$ cat src/rtl/ser_char_tx_pkg.sv
package ser_char_tx_pkg;

  // control-to-datapath strobes, one cycle each
  typedef struct packed {
    logic holdLoad;   // accept the incoming character
    logic markAddr;   // accepted character carries the address marker
    logic shiftLoad;  // move held character into the shift stage
    logic shiftStep;  // put the next frame bit on the line
  } txStrobe_t;

  // parity modes 10x carry no parity bit
  function automatic logic hasParity(input logic [2:0] par);
    return par[2:1] != 2'b10;
  endfunction

  // parity modes 11x mark address characters
  function automatic logic isMultidrop(input logic [2:0] par);
    return par[2:1] == 2'b11;
  endfunction

endpackage

$ cat src/rtl/ser_char_tx_ctrl.sv
module ser_char_tx_ctrl
  import ser_char_tx_pkg::*;
#(
  parameter int DATA_W  = 8,
  parameter int GUARD_W = 8
) (
  input  logic               clk,
  input  logic               rst,
  input  logic               bitTick,
  input  logic [1:0]         cfgLen,
  input  logic [2:0]         cfgPar,
  input  logic               cfgTwoStop,
  input  logic [GUARD_W-1:0] cfgGuard,
  input  logic               holdWr,
  input  logic               sendAddrCmd,
  output txStrobe_t          strobe,
  output logic               txRdy,
  output logic               txEmpty
);

  localparam int MIN_BITS = DATA_W - 3;
  localparam int FRAME_W  = DATA_W + 4;
  localparam int CNT_W    = $clog2(FRAME_W + (1 << GUARD_W));

  logic             holdFull;
  logic             addrPending;
  logic [CNT_W-1:0] bitsLeft;
  logic [CNT_W-1:0] loadCount;
  logic             shiftIdle;

  // bits to start for one frame: start + data + parity + stop(s) + guard
  always_comb begin
    loadCount = CNT_W'(2 + MIN_BITS)
              + CNT_W'(cfgLen)
              + CNT_W'(hasParity(cfgPar))
              + CNT_W'(cfgTwoStop)
              + CNT_W'(cfgGuard);
  end

  assign shiftIdle = (bitsLeft == '0);

  always_comb begin
    strobe.holdLoad  = holdWr && !holdFull;
    strobe.markAddr  = addrPending || sendAddrCmd;
    strobe.shiftLoad = shiftIdle && holdFull;
    strobe.shiftStep = bitTick && !shiftIdle;
  end

  always_ff @(posedge clk) begin
    if (rst) begin
      holdFull    <= 1'b0;
      addrPending <= 1'b0;
      bitsLeft    <= '0;
    end else begin
      if (strobe.holdLoad)       holdFull <= 1'b1;
      else if (strobe.shiftLoad) holdFull <= 1'b0;

      if (strobe.holdLoad)  addrPending <= 1'b0;
      else if (sendAddrCmd) addrPending <= 1'b1;

      if (strobe.shiftLoad)      bitsLeft <= loadCount;
      else if (strobe.shiftStep) bitsLeft <= bitsLeft - 1'b1;
    end
  end

  assign txRdy   = !holdFull;
  assign txEmpty = !holdFull && shiftIdle;


  rdy_drop_chk: assert property (@(posedge clk) disable iff (rst)
    (txRdy && holdWr) |=> !txRdy);


  empty_rdy_chk: assert property (@(posedge clk) disable iff (rst)
    txEmpty |-> txRdy);


  addr_keep_chk: assert property (@(posedge clk) disable iff (rst)
    (sendAddrCmd && !txRdy) |=> addrPending);


  load_chk: assert property (@(posedge clk) disable iff (rst)
    (holdFull && bitsLeft == '0) |=> (txRdy && bitsLeft != '0));

endmodule

$ cat src/rtl/ser_char_tx_dpath.sv
module ser_char_tx_dpath
  import ser_char_tx_pkg::*;
#(
  parameter int DATA_W = 8
) (
  input  logic              clk,
  input  logic              rst,
  input  txStrobe_t         strobe,
  input  logic [1:0]        cfgLen,
  input  logic [2:0]        cfgPar,
  input  logic [DATA_W-1:0] holdData,
  output logic              txd
);

  localparam int MIN_BITS = DATA_W - 3;
  localparam int FRAME_W  = DATA_W + 4;
  localparam int BODY_W   = FRAME_W - 1;

  logic [DATA_W-1:0]  holdByte;
  logic               holdAddr;
  logic [FRAME_W-1:0] frameReg;
  logic [FRAME_W-1:0] frameNext;
  logic [DATA_W-1:0]  sentData;
  logic [BODY_W-1:0]  body;
  logic               parBit;
  logic               parOn;
  int                 nBits;

  always_comb begin
    nBits    = MIN_BITS + int'(cfgLen);
    sentData = holdByte & ~({DATA_W{1'b1}} << nBits);
    parOn    = hasParity(cfgPar);
    if (isMultidrop(cfgPar)) parBit = holdAddr;
    else begin
      case (cfgPar[1:0])
        2'b00:   parBit = ^sentData;
        2'b01:   parBit = ~^sentData;
        2'b10:   parBit = 1'b0;
        default: parBit = 1'b1;
      endcase
    end
    // data, then parity, then ones for stop bits and beyond
    body = BODY_W'(sentData)
         | (BODY_W'(parBit && parOn) << nBits)
         | ({BODY_W{1'b1}} << (nBits + int'(parOn)));
    frameNext = {body, 1'b0};
  end

  always_ff @(posedge clk) begin
    if (rst) begin
      holdByte <= '0;
      holdAddr <= 1'b0;
      frameReg <= '1;
      txd      <= 1'b1;
    end else begin
      if (strobe.holdLoad) begin
        holdByte <= holdData;
        holdAddr <= strobe.markAddr;
      end
      if (strobe.shiftLoad) frameReg <= frameNext;
      else if (strobe.shiftStep) begin
        txd      <= frameReg[0];
        frameReg <= {1'b1, frameReg[FRAME_W-1:1]};
      end
    end
  end


  txd_hold_chk: assert property (@(posedge clk) disable iff (rst)
    !strobe.shiftStep |=> $stable(txd));


  start_head_chk: assert property (@(posedge clk) disable iff (rst)
    strobe.shiftLoad |=> !frameReg[0]);

endmodule

$ cat src/rtl/ser_char_tx.sv
module ser_char_tx
  import ser_char_tx_pkg::*;
#(
  parameter int DATA_W  = 8,
  parameter int GUARD_W = 8
) (
  input  logic               clk,
  input  logic               rst,
  input  logic               bitTick,
  input  logic [1:0]         cfgLen,
  input  logic [2:0]         cfgPar,
  input  logic               cfgTwoStop,
  input  logic [GUARD_W-1:0] cfgGuard,
  input  logic               holdWr,
  input  logic [DATA_W-1:0]  holdData,
  input  logic               sendAddrCmd,
  output logic               txd,
  output logic               txRdy,
  output logic               txEmpty
);

  txStrobe_t strobe;

  ser_char_tx_ctrl #(.DATA_W(DATA_W), .GUARD_W(GUARD_W)) u_ctrl (
    .clk         (clk),
    .rst         (rst),
    .bitTick     (bitTick),
    .cfgLen      (cfgLen),
    .cfgPar      (cfgPar),
    .cfgTwoStop  (cfgTwoStop),
    .cfgGuard    (cfgGuard),
    .holdWr      (holdWr),
    .sendAddrCmd (sendAddrCmd),
    .strobe      (strobe),
    .txRdy       (txRdy),
    .txEmpty     (txEmpty)
  );

  ser_char_tx_dpath #(.DATA_W(DATA_W)) u_dpath (
    .clk      (clk),
    .rst      (rst),
    .strobe   (strobe),
    .cfgLen   (cfgLen),
    .cfgPar   (cfgPar),
    .holdData (holdData),
    .txd      (txd)
  );


  line_tick_chk: assert property (@(posedge clk) disable iff (rst)
    !bitTick |=> $stable(txd));

endmodule

$ cat config.mk
export PLATFORM = sky130hd
export DESIGN_NAME = ser_char_tx
export DESIGN_NICKNAME = d
export VERILOG_FILES = /design/src/rtl/ser_char_tx_pkg.sv /design/src/rtl/ser_char_tx_ctrl.sv /design/src/rtl/ser_char_tx_dpath.sv /design/src/rtl/ser_char_tx.sv
export SDC_FILE = /design/constraint.sdc
export NUM_CORES = 1
export LEC_CHECK = 0
export BUFFER_PORTS_ARGS = -buffer_cell sky130_fd_sc_hd__buf_2
export CAP_MARGIN = 20
export CORE_ASPECT_RATIO = 1.25
export CORE_MARGIN = 4
export CORE_UTILIZATION = 50
export CTS_BUF_LIST = sky130_fd_sc_hd__clkbuf_8
export DETAILED_ROUTE_END_ITERATION = 8
export PLACE_DENSITY = 0.73
export SETUP_SLACK_MARGIN = 0.02
export SLEW_MARGIN = 20
export SYNTH_ARGS = -nofsm -noshare
export SYNTH_HDL_FRONTEND = slang
export SYNTH_SLANG_ARGS = --single-unit
$ cat constraint.sdc
create_clock -name clk -period 4.7 [get_ports clk]
set_clock_uncertainty 0.1 [all_clocks]
set_input_delay 0.94 -clock clk [delete_from_list [all_inputs] [get_ports clk]]
set_output_delay 0.94 -clock clk [all_outputs]
set_load 0.005 [all_outputs]
Yosys cells after proc, flatten, opt, wreduce, memory -nomap -nowiden. Index checks and enable logic that the tools add are counted. W data, S select, Z words.

$add $sub $neg: 7. Eq/ne operators: 4. Shift-type cells: 3. Muxes and demuxes: 8. Bitwise logic cells: 5. Reductions and logical operators: 16.

Operators with widths (number): $add A32 B2 Y32 (1); $shl A1 B32 Y11 (1); $shl A11 B32 Y11 const A (1); $shl A8 B32 Y8 const A (1); $mux W12 (2); $add A9 B1 Y9 (2); $mux W9 (2); $or A11 B11 Y11 (1); $or A8 B11 Y11 (1); $add A9 B8 Y9 (1); $logic_not A9 Y1 (1); $sub A9 B1 Y9 const B (1); $add A3 B2 Y4 const A (2); $and A8 B8 Y8 (1); $not A8 Y8 (1); $reduce_xnor A8 Y1 (1); $reduce_xor A8 Y1 (1); $logic_and A1 B1 Y1 (5); $eq A2 B2 Y1 const B (2); $reduce_bool A2 Y1 (2); $mux W1 (3); $pmux W1 S3 (1); $eq A2 B1 Y1 const B (1); $logic_not A1 Y1 (2); 6 further kinds (6).

Flip-flop bits (word level): 33. Input port bits: 27. Word-level logic and storage cells: 50.

Depth between registers and ports, before layout.
Depth after elaboration: 12. Gate-level depth with buffers: 13.

Modules after synthesis. Synthesis repeated with hierarchy kept, for this count alone.

Cell total of the unflattened synthesis: 240. Area, all modules: 2150.8 µm².

By module, submodules not included: ser_char_tx_dpath (instances 1, cells an instance 131, area an instance 1260.0 µm², sequential area each 440.4 µm²); ser_char_tx_ctrl (instances 1, cells an instance 109, area an instance 890.9 µm², sequential area each 220.2 µm²).

Least setup slack after synthesis. Ideal clock, no wire load.

Kind: input port to flip-flop. Start: in cfgLen[0]. End: reg u_ctrl.bitsLeft[8]. Setup time: 67 ps. Arrival: 3337 ps. Required time: 4533 ps. Setup slack: 1196 ps. Stages: 12. Path through: inv_1 -> ha_1 -> inv_1 -> ha_1 -> inv_1 -> fa_1 -> nor2b_1 -> o21ai_0 -> a21boi_0 -> nor2_1 -> or4b_4 -> a21oi_2.

Cells in the longest elaborated chain, start to end: 5.

RTL lines: start, declared (line ser_char_tx.sv:10) `input logic [1:0] cfgLen,`; $add A3 B2 Y4 (line ser_char_tx_ctrl.sv:34) `+ CNT_W'(cfgLen)`; $add A9 B1 Y9 (line ser_char_tx_ctrl.sv:35) `+ CNT_W'(hasParity(cfgPar))`; $add A9 B1 Y9 (line ser_char_tx_ctrl.sv:36) `+ CNT_W'(cfgTwoStop)`; $add A9 B8 Y9 (line ser_char_tx_ctrl.sv:37) `+ CNT_W'(cfgGuard);`; $mux W9 (line ser_char_tx_ctrl.sv:61) `if (strobe.shiftLoad) bitsLeft <= loadCount;`; end signal, assigned (line ser_char_tx_ctrl.sv:61); end signal, assigned (line ser_char_tx_ctrl.sv:62) `else if (strobe.shiftStep) bitsLeft <= bitsLeft - 1'b1;`; end, declared (line ser_char_tx_ctrl.sv:27) `logic [CNT_W-1:0] bitsLeft;`.

Every way passes these cells. A chain may end at the register's enable or synchronous reset.

Worst setup path after layout. Same ends and word-level chain as after synthesis.

==> flow_metrics.env <==
export IMPL_critPathMostFrequentCell="inv_1"
export IMPL_dp_hpwl_um=3387
export IMPL_p_leak_uw=0.0009669
export IMPL_final_cells=329
export IMPL_drc=0
export IMPL_worst_setup_path_end_kind="register"
export IMPL_yosys_top_cells_area="dfxtp_1, nand2_1, ha_1"
export IMPL_antenna_left=0
export IMPL_synth_main_ff_cell="dfxtp_1"
export IMPL_grt_pass1_vias=1732
export IMPL_required_ns=4.83
export IMPL_antenna_found_initial=0
export IMPL_wl_per_cell_um=13.72
export IMPL_drt_wl_total_um=4514
export IMPL_synth_top_area_share=0.3308
export IMPL_ff2ff_setup_slack_ns=2.21
export IMPL_nets=317
export IMPL_clk_path_buf_depth=2
export IMPL_postCtsSetupBuffers=0
export IMPL_die_w_um=64.53
export IMPL_fin_setup_tns_ns=0
export IMPL_min_path_type="reg -> reg"
export IMPL_max_cap_violations=0
export IMPL_drv_slew=0
export IMPL_place_gp_congestion=0.8875
export IMPL_yosysSeqAreaShare=0.3308
export IMPL_path_delay_family="adder cells"
export IMPL_grt_max_degree=35
export IMPL_core_area_sq_um=3816
export IMPL_status="complete, no violations"
export IMPL_viasPerCell=5.413
export IMPL_initial_core_util=0.5233
export IMPL_crit_arrival_ns=3.76
export IMPL_tightestPinTransition_ns=0.7396
export IMPL_yosysWarnings=0
export IMPL_fmax_mhz=275.4
export IMPL_post_route_min_period_ns=3.632
export IMPL_cts_clk_slew_worst_paths_ns=0.07
export IMPL_io_pins=30
export IMPL_setup_viol=0
export IMPL_cp_num_buf_inv=4
export IMPL_postSynthAreaPerCell_sq_um=8.052
export IMPL_fp_row_count=25
export IMPL_finalCritPeriodShare=0.7727
export IMPL_cts_root_buf="clkbuf_8"
export IMPL_cts_repair_resized=0
export IMPL_synth_distinct_cells=44
export IMPL_fin_area_sq_um=2252
export IMPL_synth_area_leader_cell="dfxtp_1"
export IMPL_synth_fp_nets=291
export IMPL_worstPathMaxFanout=6
export IMPL_slowest_delay_ns=0.52
export IMPL_grt_overflow_total=0
export IMPL_numCtsBuffers=5
export IMPL_synthArstFlopShare=0
export IMPL_drt_iter0_drc=54
export IMPL_clkSinkCount=33
export IMPL_synthCells=248
export IMPL_synthTopCellsByCount="nand2_1, dfxtp_1, a21oi_1"
export IMPL_worstSetupPathType="in -> reg"
export IMPL_port_buffers=29
export IMPL_rsz0062_at_grt="no"
export IMPL_clk_latency_ns=0.29
export IMPL_vias=1781
export IMPL_dieArea_sq_um=5075
export IMPL_ir_drop_uv=254.5
export IMPL_synth_edf_count=0
export IMPL_dp_cells=321
export IMPL_first_pass_iters=4
export IMPL_syn2layout_area_growth_pct=12.78
export IMPL_yosysMostFrequentCell="nand2_1"
export IMPL_antenna_cells=0
export IMPL_hold_viol_final=0
export IMPL_crit_slowest_cell="or4b_4"
export IMPL_grt_total_usage=0.1976
export IMPL_ys_seq_elements=33
export IMPL_placed_cell_area_sq_um=2172
export IMPL_cts_hold_buf=0
export IMPL_tritoncts="built"
export IMPL_power_density_nw_per_um2=516.9
export IMPL_die_y_um=78.66
export IMPL_cts_htree_levels=2
export IMPL_drive_above_1_share=0.1636
export IMPL_grt_pass1_wl_um=7859
export IMPL_cp_start_kind="primary input"
export IMPL_path_cells="buf_2 -> inv_1 -> ha_1 -> inv_1 -> ha_1 -> inv_1 -> fa_1 -> nor2b_1 -> o21ai_0 -> a21boi_0 -> nor2_1 -> or4b_4 -> a21oi_2"
export IMPL_slew_headroom=0.5051
export IMPL_netlist_area_sq_um=1997
-- final timing paths --
path / startpoint / end / cells past startpoint
setup reg to reg: u_ctrl.bitsLeft[0] / u_ctrl.bitsLeft[5] / 8
setup / recovery: cfgLen[0] / u_ctrl.bitsLeft[8] / 13
hold reg to reg: u_dpath.frameReg[3] / u_dpath.frameReg[3] / 2
hold / removal: u_dpath.frameReg[3] / u_dpath.frameReg[3] / 2
-- state kept, by name (all words and copies together) (netlist names) --
register	flops
u_dpath.frameReg	12
u_ctrl.bitsLeft	9
u_dpath.holdByte	8
u_ctrl.addrPending	1
u_ctrl.holdFull	1
u_dpath.holdAddr	1
u_dpath.txd	1
-- power breakdown --
group	total (uW)	internal, uW	switching (uW)
Clock	203	98.6	105
Sequential	432	366	66.7
Combinational	528	230	298
Total	1160	694	470
-- worst reg2reg max path, stage by stage, from the launching register on --
cell and delay (ns):
dfxtp_1 0.35, inv_1 0.07, ha_1 0.23, nand4b_2 0.20
o21a_1 0.41, nor2_1 0.66, a21oi_1 0.08, o22ai_1 0.18
a211oi_1 0.06
-- metal layers --
layer	GRT usage	up-vias	wire, um
met3	0.05293	10	270
met5	0	-	0
met4	0.09514	0	91
met2	0.3130	49	2115
met1	0.2462	800	2038
li1	-	922	-
-- cells in the final DEF (no fill, tap or decap), types with 2 or more instances in the layout --
| cell type | n |
|---|---|
| a211oi_1 | 5 |
| clkbuf_8 | 5 |
| inv_1 | 17 |
| a221oi_1 | 4 |
| nor2b_1 | 3 |
| nor3_1 | 7 |
| a21oi_1 | 20 |
| dfxtp_1 | 33 |
| xor2_1 | 5 |
| o21ai_0 | 10 |
| nand2_1 | 46 |
| ha_1 | 13 |
| or2_2 | 2 |
| xnor2_1 | 9 |
| o21a_1 | 2 |
| a21o_1 | 3 |
| o41ai_1 | 2 |
| fa_1 | 3 |
| buf_2 | 29 |
| a31oi_1 | 3 |
| nor4_1 | 5 |
| nand2b_1 | 2 |
| o22ai_1 | 2 |
| nor3_2 | 2 |
| o31ai_1 | 4 |
| a221o_1 | 5 |
| nor2_1 | 18 |
-- layout make-up --
type | instances | area [sq um]
clock buffer | 5 | 68.82
clock inverter | 3 | 11.26
fill | 373 | 1564
inverter | 14 | 52.55
multi-input combinational | 190 | 1239
sequential | 33 | 660.6
tap | 54 | 67.56
timing repair buffer | 30 | 152.6
-- metrics by stage --
stage / hold WS [ns] / setup WS (ns) / power [uW] / util
3_5_place_dp: 0.3415 / 0.7635 / 960.8 / 0.5692
3_3_place_gp: 0.3354 / 0.8662 / 949.9 / 0.5692
5_1_grt: 0.3748 / 0.8665 / 1261 / 0.5902
4_1_cts: 0.3505 / 1.080 / 1166 / 0.5902
6_report: 0.3536 / 1.068 / 1164 / 0.5902
2_1_floorplan: 0.3226 / 1.196 / 845.8 / -
-- cells by family (layout without fill, tap and decap cells) --
| family | Yosys count | after routing | synth area share |
|---|---|---|---|
| compound gates | 64 | 64 | 0.2093 |
| xor+xnor | 14 | 14 | 0.06140 |
| fa+ha+maj | 16 | 16 | 0.1115 |
| buf+inv | 25 | 52 | 0.05138 |
| flops | 33 | 33 | 0.3308 |
| mux | 2 | 2 | 0.01065 |
| simple gates | 94 | 94 | 0.2249 |
Power figures use the tool's default switching activity.
